### src/rtl/fma_pkg.sv
package fma_pkg;

   // serializer read-pointer phase
   typedef enum logic [1:0] {
      PH_IDLE  = 2'd0,
      PH_HOLD  = 2'd1,
      PH_SHIFT = 2'd2,
      PH_PAD   = 2'd3
   } fma_phase_e;

endpackage

### src/rtl/fma_encode.sv
module fma_encode #(
   parameter int MANT_W = 8,
   localparam int DW = MANT_W + 1
) (
   input  logic              sign_i,
   input  logic [MANT_W-1:0] mag_i,
   output logic [DW-1:0]     word_o
);

   logic [DW-1:0] pos;

   assign pos    = {1'b0, mag_i};
   assign word_o = sign_i ? (~pos + DW'(1)) : pos;

endmodule

### src/rtl/fma_store.sv
module fma_store #(
   parameter int DW    = 9,
   parameter int OFF_W = 4,
   parameter int DEPTH = 4,
   localparam int AW = (DEPTH > 1) ? $clog2(DEPTH) : 1,
   localparam int CW = $clog2(DEPTH + 1)
) (
   input  logic             clk,
   input  logic             rst_n,
   input  logic             push,
   input  logic             pop,
   input  logic [DW-1:0]    din_data,
   input  logic [OFF_W-1:0] din_off,
   output logic             full,
   output logic             empty,
   output logic [DW-1:0]    dout_data,
   output logic [OFF_W-1:0] dout_off
);

   logic [DW-1:0]    slot_d [DEPTH];
   logic [OFF_W-1:0] slot_o [DEPTH];
   logic [AW-1:0]    wp, rp, wp_nx, rp_nx;
   logic [CW-1:0]    cnt;
   logic             do_push, do_pop;

   assign full    = (cnt == CW'(DEPTH));
   assign empty   = (cnt == '0);
   assign do_push = push && !full;
   assign do_pop  = pop && !empty;

   generate
      if ((1 << AW) == DEPTH) begin : g_pow2
         assign wp_nx = wp + AW'(1);
         assign rp_nx = rp + AW'(1);
      end else begin : g_wrap
         assign wp_nx = (wp == AW'(DEPTH - 1)) ? '0 : wp + AW'(1);
         assign rp_nx = (rp == AW'(DEPTH - 1)) ? '0 : rp + AW'(1);
      end
   endgenerate

   always_ff @(posedge clk) begin
      if (do_push) begin
         slot_d[wp] <= din_data;
         slot_o[wp] <= din_off;
      end
   end

   always_ff @(posedge clk or negedge rst_n) begin
      if (!rst_n) begin
         wp  <= '0;
         rp  <= '0;
         cnt <= '0;
      end else begin
         if (do_push) wp <= wp_nx;
         if (do_pop)  rp <= rp_nx;
         if (do_push && !do_pop)      cnt <= cnt + CW'(1);
         else if (do_pop && !do_push) cnt <= cnt - CW'(1);
      end
   end

   assign dout_data = slot_d[rp];
   assign dout_off  = slot_o[rp];

endmodule

### src/rtl/fma_serial.sv
module fma_serial
   import fma_pkg::*;
#(
   parameter int DW    = 9,
   parameter int OFF_W = 4,
   parameter int LEN_W = 4,
   localparam int PTR_W = (DW > 1) ? $clog2(DW) : 1
) (
   input  logic             clk,
   input  logic             rst_n,
   input  logic             avail,
   input  logic [DW-1:0]    in_data,
   input  logic [OFF_W-1:0] in_off,
   input  logic [LEN_W-1:0] cfg_len,
   output logic             take,
   output logic             bit_o,
   output logic             valid_o,
   output logic             first_o,
   output logic             last_o
);

   fma_phase_e       phase;
   logic [DW-1:0]    word;
   logic [OFF_W-1:0] hold;
   logic [PTR_W-1:0] ptr;
   logic [LEN_W-1:0] cnt, len;

   assign valid_o = (phase != PH_IDLE);
   assign first_o = valid_o && (cnt == '0);
   assign last_o  = valid_o && (cnt == len - LEN_W'(1));
   assign take    = avail && (!valid_o || last_o);
   assign bit_o   = valid_o && (phase != PH_PAD) && word[ptr];

   always_ff @(posedge clk or negedge rst_n) begin
      if (!rst_n) begin
         phase <= PH_IDLE;
         word  <= '0;
         hold  <= '0;
         ptr   <= '0;
         cnt   <= '0;
         len   <= '0;
      end else if (take) begin
         phase <= PH_HOLD;
         word  <= in_data;
         hold  <= in_off;
         ptr   <= PTR_W'(DW - 1);
         cnt   <= '0;
         len   <= cfg_len;
      end else if (valid_o) begin
         if (last_o) begin
            phase <= PH_IDLE;
         end else begin
            cnt <= cnt + LEN_W'(1);
            unique case (phase)
               PH_HOLD: begin
                  if (hold != '0) begin
                     hold <= hold - OFF_W'(1);
                  end else begin
                     ptr   <= ptr - PTR_W'(1);
                     phase <= PH_SHIFT;
                  end
               end
               PH_SHIFT: begin
                  if (ptr == '0) phase <= PH_PAD;
                  else           ptr   <= ptr - PTR_W'(1);
               end
               default: ;
            endcase
         end
      end
   end

endmodule

### src/rtl/fifo_mant_aligner.sv
module fifo_mant_aligner #(
   parameter int MANT_W  = 8,
   parameter int OFF_W   = 4,
   parameter int DEPTH   = 4,
   parameter int MIN_LEN = 2,
   parameter int MAX_LEN = 12,
   localparam int LEN_W  = $clog2(MAX_LEN + 1),
   localparam int DW     = MANT_W + 1
) (
   input  logic              clk,
   input  logic              rst_n,
   input  logic              wr_valid,
   input  logic              wr_sign,
   input  logic [MANT_W-1:0] wr_mag,
   input  logic [OFF_W-1:0]  wr_offset,
   output logic              wr_ready,
   input  logic [LEN_W-1:0]  out_len,
   output logic              ser_valid,
   output logic              ser_bit,
   output logic              ser_first,
   output logic              ser_last
);

   initial begin
      if (MANT_W < 1)         $fatal(1, "MANT_W must be at least 1");
      if (OFF_W < 1)          $fatal(1, "OFF_W must be at least 1");
      if (DEPTH < 2)          $fatal(1, "DEPTH must be at least 2");
      if (MIN_LEN < 2)        $fatal(1, "MIN_LEN must be at least 2");
      if (MAX_LEN < MIN_LEN)  $fatal(1, "MAX_LEN below MIN_LEN");
   end

   logic [DW-1:0]    enc_word;
   logic [DW-1:0]    q_data;
   logic [OFF_W-1:0] q_off;
   logic             q_full, q_empty, q_pop;

   fma_encode #(.MANT_W(MANT_W)) u_enc (
      .sign_i (wr_sign),
      .mag_i  (wr_mag),
      .word_o (enc_word)
   );

   fma_store #(.DW(DW), .OFF_W(OFF_W), .DEPTH(DEPTH)) u_store (
      .clk       (clk),
      .rst_n     (rst_n),
      .push      (wr_valid),
      .pop       (q_pop),
      .din_data  (enc_word),
      .din_off   (wr_offset),
      .full      (q_full),
      .empty     (q_empty),
      .dout_data (q_data),
      .dout_off  (q_off)
   );

   fma_serial #(.DW(DW), .OFF_W(OFF_W), .LEN_W(LEN_W)) u_ser (
      .clk     (clk),
      .rst_n   (rst_n),
      .avail   (!q_empty),
      .in_data (q_data),
      .in_off  (q_off),
      .cfg_len (out_len),
      .take    (q_pop),
      .bit_o   (ser_bit),
      .valid_o (ser_valid),
      .first_o (ser_first),
      .last_o  (ser_last)
   );

   assign wr_ready = !q_full;

endmodule

### config.mk
export PLATFORM = sky130hd
export DESIGN_NAME = fifo_mant_aligner
export DESIGN_NICKNAME = d
export VERILOG_FILES = /design/src/rtl/fma_pkg.sv /design/src/rtl/fma_encode.sv /design/src/rtl/fma_store.sv /design/src/rtl/fma_serial.sv /design/src/rtl/fifo_mant_aligner.sv
export SDC_FILE = /design/constraint.sdc
export NUM_CORES = 1
export LEC_CHECK = 0
export ABC_CLOCK_PERIOD_IN_PS = 3840
export CAP_MARGIN = 20
export CORE_ASPECT_RATIO = 0.8
export CORE_UTILIZATION = 58
export CTS_CLUSTER_SIZE = 12
export DETAILED_ROUTE_END_ITERATION = 12
export PLACE_DENSITY = 0.85
export SYNTH_ARGS = -nofsm -noshare
export SYNTH_HDL_FRONTEND = slang
export SYNTH_SLANG_ARGS = --single-unit
### constraint.sdc
create_clock -name clk -period 3.84 [get_ports clk]
set_input_delay 0.96 -clock clk [delete_from_list [all_inputs] [get_ports clk]]
set_output_delay 0.96 -clock clk [all_outputs]
set_load 0.01 [all_outputs]
==> reports/qor.txt <==
Post-layout minimum cycle time = 3.48 ns
Tcrit/Tclk final = 90.5%
Setup_tns = 0 ns
Synth warn = 0
Non-Filler Instances = 401
DRT Pass-1 Iters = 4
H-tree Lvls = 3
# port buffers = 24
Number of enable flip-flop cells after synthesis = 52
Final wirelength = 6960 um
Area of the core = 6890 um2
Synth Register Bits = 86
Synth area leaders = edfxtp_1 (38%), dfrtp_1 (21%), mux4_2 (8.2%), ha_1 (4.2%), mux2_4 (3.3%)
CP Capture Type = output port
I/O pins = 25
Number of setup buffers added after CTS = 0
CP max stage delay = 0.54 ns
Hold Buf Count CTS = 0
Final-stage net count = 344
Worst-Margin Slew = 0.880 ns
Routed WL per cell = 17.4 um
Startpoint Class = flop
Vias in the first global route = 2336
Hold WC Path Type = reg2reg
Final setup violation count = 0
Clock Tree Buf Depth = 2
Fillers = 490
Synth area leader = edfxtp_1
Clock skew = 0.00576 ns
Final Hold Vio Count = 0
Cell Chain, Critical Path = inv_1, ha_1, xor3_1, nor3_4, nand2_1, nor2_1, clkdlybuf4s50_1
# rows = 27
Syn-to-layout area delta = 11.7%
DR vias = 2352
Vias/cell = 5.87
CP arrival = 2.52 ns
P_leak = 1.75 nW
Share of layout cells above drive strength 1 = 19.4%
Initial antenna violation count = 0
Initial Util = 60.1%
Die width = 96.5 um
Worst VDD drop = 0.368 mV
Reg area = 2410 um2
Syn_nets = 315
Max-Cap Viols = 0
Required @ worst endpoint = 2.88 ns
Synthesized area = 4140 um2
Largest net degree at the start of global routing = 35
Clk_lat worst skew = 0.35 ns
Count leader, synth = edfxtp_1
Critical path type = reg2out
Post-Syn Area per Cell = 14.8 um2
Worst-path maximum fanout = 5
TritonCTS clock tree = yes
Gates resized, CTS repair = 0
First DRT Iteration DRCs = 148
Ys flop type = edfxtp_1
Post-synthesis instance total = 280
ANT nets after route = 0
Power Density = 880 nW/um2
Fraction of registers with async set/reset = 39.5%
Ant. Diodes = 0
Clock Tree Root = clkbuf_8
F_max = 0.288 GHz
Total gr overflow = 0
DP HPWL = 5000 um
Area of the multi-input gates = 1600 um2
Register area share after synthesis = 58.2%
Die area = 7490 um2
Synth cell types = 54
Relative slew margins = 41.4%
Drt drc = 0
First-pass GRT wire length = 11300 um
Outcome = completed
Cts bufs inserted = 9
Max-slew violation count = 0
Slowest cell on crit path = clkdlybuf4s50_1
Synth top area share = 37.7%
Synth top cells by count = edfxtp_1 (52), dfrtp_1 (34), inv_1 (17)
RSZ-0062 raised after global routing = false
Clk sink count = 86
Placed cell count = 385
Final weighted congestion in routability-driven placement = 0.858
Die Span Y = 77.6 um
Reg clk slew, reported paths = 0.09 ns
Gr usage total = 20.8%
layer usage:
metal	vias up	share of wire, %	track usage, %
li1	1109	-	-
met1	1177	46	28.5
met5	-	0	0
met4	0	0.88	4.85
met2	58	48	32.1
met3	8	5.2	7.35
area by class of cell:
cell class	instances	area share [%]
timing repair buffer	27	5.68
inverter	18	1.46
clock inverter	6	1.00
sequential	86	52.1
multi-input combinational	167	34.6
tap	87	2.35
clock buffer	10	2.76
where the power goes:
part / total (W) / switching [W] / internal (W) / leakage (nW)
registers: 0.00159 / 0.000276 / 0.00131 / 0.881
logic: 0.00193 / 0.000946 / 0.000982 / 0.790
clock network: 0.000560 / 0.000322 / 0.000238 / 0.0829
total: 0.00408 / 0.00154 / 0.00253 / 1.75
worst max-delay path: cells and delay by family (launching register included):
family	cells	cell delay, ns
xor+xnor	1	0.45
simple gates	3	0.54
fa+ha+maj	1	0.14
flops	1	0.43
buf+inv	2	0.61
path summary, 6_finish.rpt:
kind                               start        endpoint  slack (ns)  cells past startpoint
hold reg to reg            u_ser.word[5]   u_ser.word[5]        0.52                      1
min in group asynchronous          rst_n  u_ser.phase[1]        1.00                      2
setup reg to reg            u_ser.len[0]  u_store.cnt[2]        0.99                     13
hold / removal             u_ser.word[5]   u_ser.word[5]        0.52                      1
max in group asynchronous          rst_n  u_store.cnt[0]        2.53                      2
setup / recovery            u_ser.len[0]        ser_last        0.36                      7
metrics by stage:
| step | worst slack (ns) | hold slack [ns] | instance area (um2) | total power (W) | util (%) |
|---|---|---|---|---|---|
| final | 0.364 | 0.521 | 4630 | 0.00408 | 67.2 |
| after floorplan | 1.17 | 0.475 | 4140 | 0.00314 | - |
| after global placement | 0.770 | 0.488 | 4460 | 0.00344 | 64.7 |
| after global routing | 0.220 | 0.532 | 4630 | 0.00435 | 67.2 |
| after detailed placement | 0.732 | 0.500 | 4460 | 0.00353 | 64.7 |
| after CTS | 0.336 | 0.521 | 4630 | 0.00410 | 67.2 |
flip-flops by register name, summed over array words and instances, names as in the netlist:
| register | count |
|---|---|
| u_store.wp | 2 |
| u_ser.word | 9 |
| u_store.cnt | 3 |
| u_store.rp | 2 |
| u_ser.len | 4 |
| u_ser.phase | 2 |
| u_store.slot_o | 16 |
| u_ser.hold | 4 |
| u_ser.ptr | 4 |
| u_ser.cnt | 4 |
| u_store.slot_d | 36 |
kinds of logic (layout without fill, tap and decap cells):
| family | Yosys count | in the layout | share of synthesized area [%] |
|---|---|---|---|
| AOI/OAI and AO/OA | 43 | 43 | 8.03 |
| xor gates and xnor gates | 19 | 19 | 4.74 |
| and+or+nand+nor | 59 | 59 | 7.97 |
| DFF | 86 | 86 | 58.2 |
| adders and majority gates | 15 | 15 | 4.71 |
| buffers and inverters | 27 | 61 | 3.08 |
| muxes | 31 | 31 | 13.3 |
placed cells by master (no fill, tap or decap), drive strengths merged, types with 3 or more instances in the layout:
cell,count
o31ai,8
or3,4
edfxtp,52
clkbuf,10
nand2,15
nor3,7
o41ai,3
ha,14
mux2,14
clkdlybuf4s50,24
buf,3
nor2,9
o31a,3
dfrtp,34
and3,4
and2,3
mux4,15
inv,19
clkinv,3
nand3,10
xor2,3
o21ai,12
xnor2,15
Power figures use the tool's default switching activity.
